==> config.mk <==
export PLATFORM = sky130hd
export DESIGN_NAME = irq_vector_ctrl
export DESIGN_NICKNAME = d
export VERILOG_FILES = /design/src/rtl/vic_pkg.sv /design/src/rtl/vic_sync.sv /design/src/rtl/vic_datapath.sv /design/src/rtl/vic_control.sv /design/src/rtl/irq_vector_ctrl.sv
export SDC_FILE = /design/constraint.sdc
export NUM_CORES = 1
export LEC_CHECK = 0
export BUFFER_PORTS_ARGS = -buffer_cell sky130_fd_sc_hd__buf_4
export CORE_MARGIN = 3
export CORE_UTILIZATION = 56
export DETAILED_ROUTE_END_ITERATION = 16
export GPL_TIMING_DRIVEN = 0
export PLACE_DENSITY = 0.94
export SYNTH_ARGS = -nofsm -noshare
export SYNTH_HDL_FRONTEND = slang
export SYNTH_SLANG_ARGS = --single-unit
==> constraint.sdc <==
create_clock -name clk -period 2.89 [get_ports clk]
set_input_delay 0.1445 -clock clk [delete_from_list [all_inputs] [get_ports clk]]
set_output_delay 0.1445 -clock clk [all_outputs]
set_load 0.005 [all_outputs]
==> src/rtl/vic_pkg.sv <==
package vic_pkg;
  localparam int CORE_N = 3;
  localparam int PER_N  = 8;
  localparam int VEC_W  = 13;
  localparam logic [VEC_W-1:0] VEC_ADDR = 13'h0004;

  // register addresses
  localparam logic [1:0] A_CTRL   = 2'd0;
  localparam logic [1:0] A_PFLAG  = 2'd1;
  localparam logic [1:0] A_PEN    = 2'd2;
  localparam logic [1:0] A_OPT    = 2'd3;

  // strobes from control to datapath
  typedef struct packed {
    logic wrCore;
    logic wrPerFlag;
    logic wrPerEn;
    logic wrOpt;
    logic rdPort;
  } regStrb_t;
endpackage

==> src/rtl/vic_sync.sv <==
module vic_sync #(
  parameter int W = 1
) (
  input  logic         clk,
  input  logic         rstN,
  input  logic [W-1:0] din,
  output logic [W-1:0] dout
);
  logic [W-1:0] stage1;

  always_ff @(posedge clk) begin
    if (!rstN) begin
      stage1 <= '0;
      dout   <= '0;
    end else begin
      stage1 <= din;
      dout   <= stage1;
    end
  end
endmodule

==> src/rtl/vic_datapath.sv <==
module vic_datapath
  import vic_pkg::*;
#(
  parameter int PORT_W = 6
) (
  input  logic              clk,
  input  logic              rstN,
  input  regStrb_t          strb,
  input  logic [1:0]        regAddr,
  input  logic [7:0]        regWrData,
  input  logic              gEn,
  input  logic              extPin,
  input  logic [PORT_W-1:0] portIn,
  input  logic              tmr0Ovf,
  input  logic [PER_N-1:0]  perEvt,
  output logic [7:0]        regRdData,
  output logic              reqAny
);
  localparam int PAD = 7 - PORT_W;

  logic [CORE_N-1:0] coreFlag, coreEn, coreEvt;
  logic [PER_N-1:0]  perFlag, perEn;
  logic              perGrpEn, edgeRise, extPrev, extS, extEdge, portChg;
  logic [PORT_W-1:0] portS, portLatch;

  vic_sync #(.W(PORT_W + 1)) u_sync (
    .clk (clk),
    .rstN(rstN),
    .din ({extPin, portIn}),
    .dout({extS, portS})
  );

  assign extEdge = edgeRise ? (extS & ~extPrev) : (~extS & extPrev);
  assign portChg = (portS != portLatch);
  assign coreEvt = {portChg, extEdge, tmr0Ovf};

  always_ff @(posedge clk) begin
    if (!rstN) begin
      extPrev   <= 1'b0;
      portLatch <= '0;
      edgeRise  <= 1'b0;
      coreEn    <= '0;
      perGrpEn  <= 1'b0;
      perEn     <= '0;
    end else begin
      extPrev <= extS;
      if (strb.rdPort) portLatch <= portS;
      if (strb.wrOpt)  edgeRise  <= regWrData[7];
      if (strb.wrCore) begin
        coreEn   <= regWrData[5:3];
        perGrpEn <= regWrData[6];
      end
      if (strb.wrPerEn) perEn <= regWrData;
    end
  end

  // flags: software value (or hold) ORed with the event, so the event wins
  for (genvar i = 0; i < CORE_N; i++) begin : g_coreFlag
    always_ff @(posedge clk) begin
      if (!rstN) coreFlag[i] <= 1'b0;
      else coreFlag[i] <= (strb.wrCore ? regWrData[i] : coreFlag[i]) | coreEvt[i];
    end
  end

  for (genvar j = 0; j < PER_N; j++) begin : g_perFlag
    always_ff @(posedge clk) begin
      if (!rstN) perFlag[j] <= 1'b0;
      else perFlag[j] <= (strb.wrPerFlag ? regWrData[j] : perFlag[j]) | perEvt[j];
    end
  end

  assign reqAny = (|(coreFlag & coreEn)) | (perGrpEn & (|(perFlag & perEn)));

  always_comb begin
    case (regAddr)
      A_CTRL:  regRdData = {gEn, perGrpEn, coreEn, coreFlag};
      A_PFLAG: regRdData = perFlag;
      A_PEN:   regRdData = perEn;
      default: regRdData = {edgeRise, {PAD{1'b0}}, portS};
    endcase
  end

  // an event always lands in its flag
  a_r1_per_evt_latch: assert property (@(posedge clk) disable iff (!rstN)
    (perEvt != '0) |=> ((perFlag & $past(perEvt)) == $past(perEvt)));

  // without a write, no flag drops
  a_r2_flag_holds: assert property (@(posedge clk) disable iff (!rstN)
    !strb.wrPerFlag |=> ((perFlag & $past(perFlag)) == $past(perFlag)));

  // port mismatch raises the change flag
  a_r9_port_chg: assert property (@(posedge clk) disable iff (!rstN)
    (portS != portLatch) |=> coreFlag[2]);
endmodule

==> src/rtl/vic_control.sv <==
module vic_control
  import vic_pkg::*;
(
  input  logic       clk,
  input  logic       rstN,
  input  logic [1:0] regAddr,
  input  logic       regWr,
  input  logic       regRd,
  input  logic       wrGen,
  input  logic       instrBoundary,
  input  logic       retStrobe,
  input  logic       reqAny,
  output regStrb_t   strb,
  output logic       gEn,
  output logic       takeIrq
);
  logic gEnKill, takeNow;

  always_comb begin
    strb.wrCore    = regWr && (regAddr == A_CTRL);
    strb.wrPerFlag = regWr && (regAddr == A_PFLAG);
    strb.wrPerEn   = regWr && (regAddr == A_PEN);
    strb.wrOpt     = regWr && (regAddr == A_OPT);
    strb.rdPort    = regRd && (regAddr == A_OPT);
  end

  assign gEnKill = strb.wrCore && !wrGen;
  assign takeNow = instrBoundary && gEn && reqAny && !gEnKill;

  always_ff @(posedge clk) begin
    if (!rstN) begin
      gEn     <= 1'b0;
      takeIrq <= 1'b0;
    end else begin
      takeIrq <= takeNow;
      if (takeNow)          gEn <= 1'b0;
      else if (retStrobe)   gEn <= 1'b1;
      else if (strb.wrCore) gEn <= wrGen;
    end
  end

  // take only at a boundary with global enable set
  a_r4_take_on_boundary: assert property (@(posedge clk) disable iff (!rstN)
    $rose(takeIrq) |-> ($past(instrBoundary) && $past(gEn)));

  // global enable is down while the take is presented
  a_r5_take_clears_gen: assert property (@(posedge clk) disable iff (!rstN)
    takeIrq |-> !gEn);

  // take lasts one cycle
  a_r5_single_pulse: assert property (@(posedge clk) disable iff (!rstN)
    takeIrq |=> !takeIrq);

  // return re-arms global enable
  a_r6_ret_sets_gen: assert property (@(posedge clk) disable iff (!rstN)
    (retStrobe && !reqAny) |=> gEn);

  // a write clearing global enable blocks the take
  a_r7_kill_blocks: assert property (@(posedge clk) disable iff (!rstN)
    (strb.wrCore && !wrGen) |=> !takeIrq);
endmodule

==> src/rtl/irq_vector_ctrl.sv <==
module irq_vector_ctrl
  import vic_pkg::*;
#(
  parameter int PORT_W = 6
) (
  input  logic              clk,
  input  logic              rstN,
  input  logic [1:0]        regAddr,
  input  logic              regWr,
  input  logic [7:0]        regWrData,
  input  logic              regRd,
  output logic [7:0]        regRdData,
  input  logic              extPin,
  input  logic [PORT_W-1:0] portIn,
  input  logic              tmr0Ovf,
  input  logic [PER_N-1:0]  perEvt,
  input  logic              instrBoundary,
  input  logic              retStrobe,
  output logic              takeIrq,
  output logic              pushReq,
  output logic [VEC_W-1:0]  vector
);
  regStrb_t strb;
  logic     gEn, reqAny;

  vic_control u_control (
    .clk          (clk),
    .rstN         (rstN),
    .regAddr      (regAddr),
    .regWr        (regWr),
    .regRd        (regRd),
    .wrGen        (regWrData[7]),
    .instrBoundary(instrBoundary),
    .retStrobe    (retStrobe),
    .reqAny       (reqAny),
    .strb         (strb),
    .gEn          (gEn),
    .takeIrq      (takeIrq)
  );

  vic_datapath #(.PORT_W(PORT_W)) u_datapath (
    .clk      (clk),
    .rstN     (rstN),
    .strb     (strb),
    .regAddr  (regAddr),
    .regWrData(regWrData),
    .gEn      (gEn),
    .extPin   (extPin),
    .portIn   (portIn),
    .tmr0Ovf  (tmr0Ovf),
    .perEvt   (perEvt),
    .regRdData(regRdData),
    .reqAny   (reqAny)
  );

  assign pushReq = takeIrq;
  assign vector  = takeIrq ? VEC_ADDR : '0;
endmodule

# [After elaboration in Yosys (flattened, before gate mapping)]
# Cells that the tools add are included.
[classes] bitwise_logic=20 muxes=16 eq_ne=4 reduce_logical=16
[ops] cell="$pmux 8 s3" count=1
[ops] cell="$mux 1" count=14
[ops] cell="$or 1x1->1" count=12
[ops] cell="$logic_and 1x1->1" count=9
[ops] cell="$and 8x8->8" count=1
[ops] cell="$reduce_or 8->1" count=1
[ops] cell="$ne 6x6->1" count=1
[ops] cell="$eq 2x2->1 const B" count=2
[ops] cell="$and 1x1->1" count=3
[ops] cell="$and 3x3->3" count=1
[ops] cell="$mux 3" count=1
[ops] cell="$not 1->1" count=3
[ops] cell="$reduce_or 3->1" count=1
[ops] cell="$eq 2x1->1 const B" count=1
[ops] cell="$logic_not 1->1" count=2
[ops] cell="$logic_not 2->1" count=1
[ops] cell="$reduce_bool 2->1" count=1
[ops] cell="$reduce_or 2->1" count=1
[totals] out_inout_bits=23 register_bits=47 inputBits=32

# [Longest topological paths before layout]
[logic_depth] word_depth=7 depth_mapped=6 ltp_nobuf=4

# [Modules after synthesis]
# Synthesis repeated with hierarchy kept, for this count alone.
[unflattened] cells_unflattened=196 area_unflattened_um2=2075.7
[modules_own_cells] mod="vic_datapath" n_inst=1 cells_each=138 seq_area_each_um2=620.6 area_per_inst_um2=1450.1
[modules_own_cells] mod="vic_sync" n_inst=1 cells_each=29 seq_area_each_um2=280.3 area_per_inst_um2=391.6
[modules_own_cells] mod="vic_control" n_inst=1 cells_each=14 seq_area_each_um2=40.0 area_per_inst_um2=125.1
[modules_own_cells] mod="irq_vector_ctrl" n_inst=1 cells_each=15 seq_area_each_um2=0.0 area_per_inst_um2=108.9

# [Worst setup path after synthesis]
# Ideal clock, no wire load.
[synth_timing] kind="reg2reg" from="register u_datapath.coreFlag[2]" to="register u_control.takeIrq" n_path_buf=0 arrival_ps=1056 path_stages_with_launch=5 setup_slack_ps=1719 setup_time_ps=115 period_less_slack_ps=1171 required_ps=2775 cell_sequence="dfxtp_1 a222oi_1 a221o_1 a31oi_1 and2_1"
[synth_between] elab_chain_len=5
[synth_rtl] item="start, declared" line_no="vic_datapath.sv:21" source="logic [CORE_N-1:0] coreFlag, coreEn, coreEvt;"
[synth_rtl] item="start signal, assigned by index" line_no="vic_datapath.sv:61" source="else coreFlag[i] <= (strb.wrCore ? regWrData[i] : coreFlag[i]) | coreEvt[i];"
[synth_rtl] item="$and 3x3->3" line_no="vic_datapath.sv:72" source="assign reqAny = (|(coreFlag & coreEn)) | (perGrpEn & (|(perFlag & perEn)));"
[synth_rtl] item="$reduce_or 3->1" line_no="vic_datapath.sv:72"
[synth_rtl] item="$or 1x1->1" line_no="vic_datapath.sv:72"
[synth_rtl] item="$logic_and 1x1->1 (2 in a row)" line_no="vic_control.sv:28" source="assign takeNow = instrBoundary && gEn && reqAny && !gEnKill;"
[synth_rtl] item="end signal, assigned" line_no="vic_control.sv:35" source="takeIrq <= takeNow;"
[synth_rtl] item="end, declared" line_no="vic_control.sv:15" source="output logic takeIrq"
# No other way between the ends.
# A chain may end at the register's enable or synchronous reset.

# [Worst setup path after layout]
[layout_timing] from="register u_datapath.perFlag[2]" to="output regRdData[2]"
[layout_between] elab_chain_len=1
[layout_rtl] item="start, declared" line_no="vic_datapath.sv:22" source="logic [PER_N-1:0] perFlag, perEn;"
[layout_rtl] item="start signal, assigned by index" line_no="vic_datapath.sv:68" source="else perFlag[j] <= (strb.wrPerFlag ? regWrData[j] : perFlag[j]) | perEvt[j];"
[layout_rtl] item="$pmux 8 s3" line_no="vic_datapath.sv:75" source="case (regAddr)"
[layout_rtl] item="end, declared" line_no="irq_vector_ctrl.sv:12" source="output logic [7:0] regRdData,"
# No other way between the ends.

==> flow_summary_export.csv <==
group,metric,value,unit
setup_path,endpoint_kind,"output port",
cts,hold_buffers,0,
placed_design,io_buffers,41,
cts,cts_sinks,47,
setup_path,crit_required,2750,ps
layout,area_growth,25.0,%
global_routing,grt_overflow,0,
floorplan,dieHeight,67.2,um
setup_path,path_cells,"mux4_1 -> buf_4",
setup_path,reg2reg_slack,1520,ps
layout,final_common_cell,"buf_4",
setup_path,worst_setup_path_start_kind,"register",
synth,synthMuxAreaShare,18.5,%
drt,vias,1682,
synth,synth_xor_xnor_area_share,2.51,%
cts,cts_tree,"done",
drt,vias_per_cell,5.41,
synth,synth-compound-area-share,9.44,%
layout,final_cell_mix,"buf_4, dfxtp_1, mux2i_1, and2_1, a21oi_1",
layout,register_area,941,sq um
timing,fin_crit,1430,ps
synth,avgSynthCellArea,10.2,sq um
timing,timing.hold.ws,45.3,ps
placed_design,gp_congestion,0.928,
synth,ys_ff_latch,47,
floorplan,fp.dieArea,4510,sq um
timing,grt_setup_unrepaired,"no",
setup_path,crit_buf_inv,1,
cts,clkTransAtPathRegs,90,ps
drt,drt_wl_total,4.61,mm
synth,yosys_warnings,0,
layout,final_util,75.5,%
power_and_ir_drop,p_leak,1.24,nW
setup_path,critPathKind,"reg -> out",
layout,fillers,237,
synth,synth_top_family_by_area,"multiplexers",
synth,synthSimpleGateAreaFrac,14.8,%
timing,slew_violations,0,
timing,fmax,700,MHz
setup_path,cp_data_arrival_time,1280,ps
floorplan,ios,55,
layout,multi_input_area,992,sq um
layout,layout-drive-gt1-share,29.8,%
drt,firstDrtPassIters,4,
global_routing,grt_pass1_wl,7.18,mm
timing,hold_viol,0,
timing,finalCritPeriodShare,49.4,%
global_routing,grt_antenna_before_repair,0,
power_and_ir_drop,peakVddDrop,0.399,mV
synth,synth_area,2090,sq um
drt,drt_iter0_drc,194,
global_routing,grt_start_max_net_pins,15,
power_and_ir_drop,power_density,522,nW/um^2
layout,diodes,0,
timing,setup_viol,0,
cts,cts_root_buffer,"clkbuf_8",
synth,synthAdderAreaFrac,0,%
cts,numCtsBuffers,5,
timing,fin_skew,10.2,ps
floorplan,initial_core_util,60.4,%
floorplan,rows,21,
hold_path,hp-class,"in -> reg",
setup_path,critPathSlowestCell,"mux4_1",
timing,slew_headroom,64.9,%
drt,wl_per_cell,14.8,um
placed_design,dpl_worst_slack,1510,ps
floorplan,fp.coreArea,3470,sq um
placed_design,dp_hpwl,3.41,mm
cts,ctsResizeCount,0,
drt,ant_nets,0,
timing,tightest_slew,527,ps
synth,syn-instance-count,205,
synth,yosysSeqAreaShare,44.9,%
cts,clock_latency,300,ps
timing,finalSetupTns,0,ps
setup_path,critical-path-max-stage-delay,500,ps
cts,cts_setup_buffers,0,
setup_path,critical_path.max_fanout,3,
run,drv_cap,0,
status,status,"completed",
floorplan,die_width,67.2,um
cts,htree_levels,2,
global_routing,grt_use_total,21.7,%
drt,drc_errors,0,
cts,cts_buffer_depth,2,
timing,setup_ws,1460,ps
layout,final_nets,296,
global_routing,grt_pass1_vias,1583,
synth,synth_cell_type_count,37,
setup_path,path_delay_family,"multiplexers",
==> registers in the layout, indices dropped and copies added, names as in the netlist <==
| register | count |
|---|---|
| u_datapath.u_sync.dout | 7 |
| u_control.takeIrq | 1 |
| u_datapath.perGrpEn | 1 |
| u_datapath.coreFlag | 3 |
| u_datapath.u_sync.stage1 | 7 |
| u_datapath.perFlag | 8 |
| u_datapath.perEn | 8 |
| u_datapath.extPrev | 1 |
| u_control.gEn | 1 |
| u_datapath.edgeRise | 1 |
| u_datapath.portLatch | 6 |
| u_datapath.coreEn | 3 |
==> per-stage QoR <==
stage	cell area [sq um]	power, mW	std cells
floorplan	2140	0.811	216
CTS	2620	1.37	311
finish	2620	1.37	311
detailed placement	2500	0.886	303
global route	2620	1.42	311
global placement	2500	0.880	303
==> metal layers <==
metal  vias to the layer above  wire length, um  GRT usage [%]
met4                         0               83           11.1
met5                         -                0              0
met1                       792             1840           25.9
li1                        793                -              -
met2                        88             2340           36.1
met3                         9              354           5.49
==> where the power goes <==
part           switching, mW  internal, mW  total, mW
logic                 0.0746         0.100      0.175
clock network          0.214         0.280      0.494
registers             0.0214         0.677      0.698
total                  0.310          1.06       1.37
==> worst paths after layout <==
path,startpoint,endpoint,cells past startpoint
worst min-delay path,extPin,u_datapath.u_sync.stage1[6]$_SDFF_PN0_,2
worst min register to register,u_datapath.u_sync.stage1[0]$_SDFF_PN0_,u_datapath.u_sync.dout[0]$_SDFF_PN0_,1
worst max-delay path,u_datapath.perFlag[2]$_SDFF_PN0_,regRdData[2],2
worst max register to register,u_datapath.coreFlag[2]$_SDFF_PN0_,u_control.takeIrq$_SDFF_PN0_,4
==> cell type report <==
cell class / instances / share of cell area [%]
plain buffers: 25 / 6.31
clock buffers: 6 / 3.15
well taps: 46 / 2.20
repair buffers: 41 / 11.8
clock inverters: 2 / 1.34
inverters: 10 / 1.43
multi-input cells: 134 / 37.9
flip-flops and latches: 47 / 35.9
==> cells in the mapped netlist <==
cell type | n | area share (%)
a21boi_1 | 1 | 0.36
buf_6 | 1 | 0.54
o21a_1 | 2 | 0.72
a221oi_1 | 2 | 0.84
a211oi_1 | 1 | 0.36
a222oi_1 | 1 | 0.48
a31oi_1 | 1 | 0.30
mux4_1 | 1 | 1.3
nand3_2 | 1 | 0.48
clkbuf_1 | 5 | 0.90
buf_4 | 16 | 5.7
nor4_1 | 1 | 0.30
mux4_2 | 6 | 6.5
nor2b_1 | 7 | 2.1
inv_1 | 10 | 1.8
dfxtp_1 | 47 | 45
nand3_1 | 8 | 1.9
nor3_1 | 1 | 0.24
mux2_4 | 1 | 0.72
a221o_1 | 1 | 0.48
conb_1 | 1 | 0.18
nand3b_1 | 1 | 0.36
nand2_1 | 10 | 1.8
a41oi_1 | 1 | 0.42
buf_2 | 3 | 0.72
nand2_2 | 1 | 0.30
mux2i_1 | 21 | 10
a21oi_1 | 13 | 3.1
a21boi_0 | 3 | 1.1
xnor2_1 | 2 | 0.84
o21ai_0 | 2 | 0.48
and2_1 | 16 | 4.8
nor2b_2 | 1 | 0.42
xor2_1 | 4 | 1.7
a22o_1 | 2 | 0.84
nor3b_1 | 2 | 0.72
nor2_1 | 8 | 1.4
==> logic make-up after synthesis <==
logic type                count (synthesis)
and+or+nand+nor                          57
DFF                                      47
buffers and inverters                    35
AOI/OAI and AO/OA                        30
muxes                                    29
xor gates and xnor gates                  6
other                                     1
==> worst register-to-register path, delay by kind of cell, from the launching register on <==
family	cells	cell delay, ps
AO/OA/AOI/OAI	3	720
flip-flops	1	340
AND/OR/NAND/NOR	1	210
(Power assumes the default switching activity.)
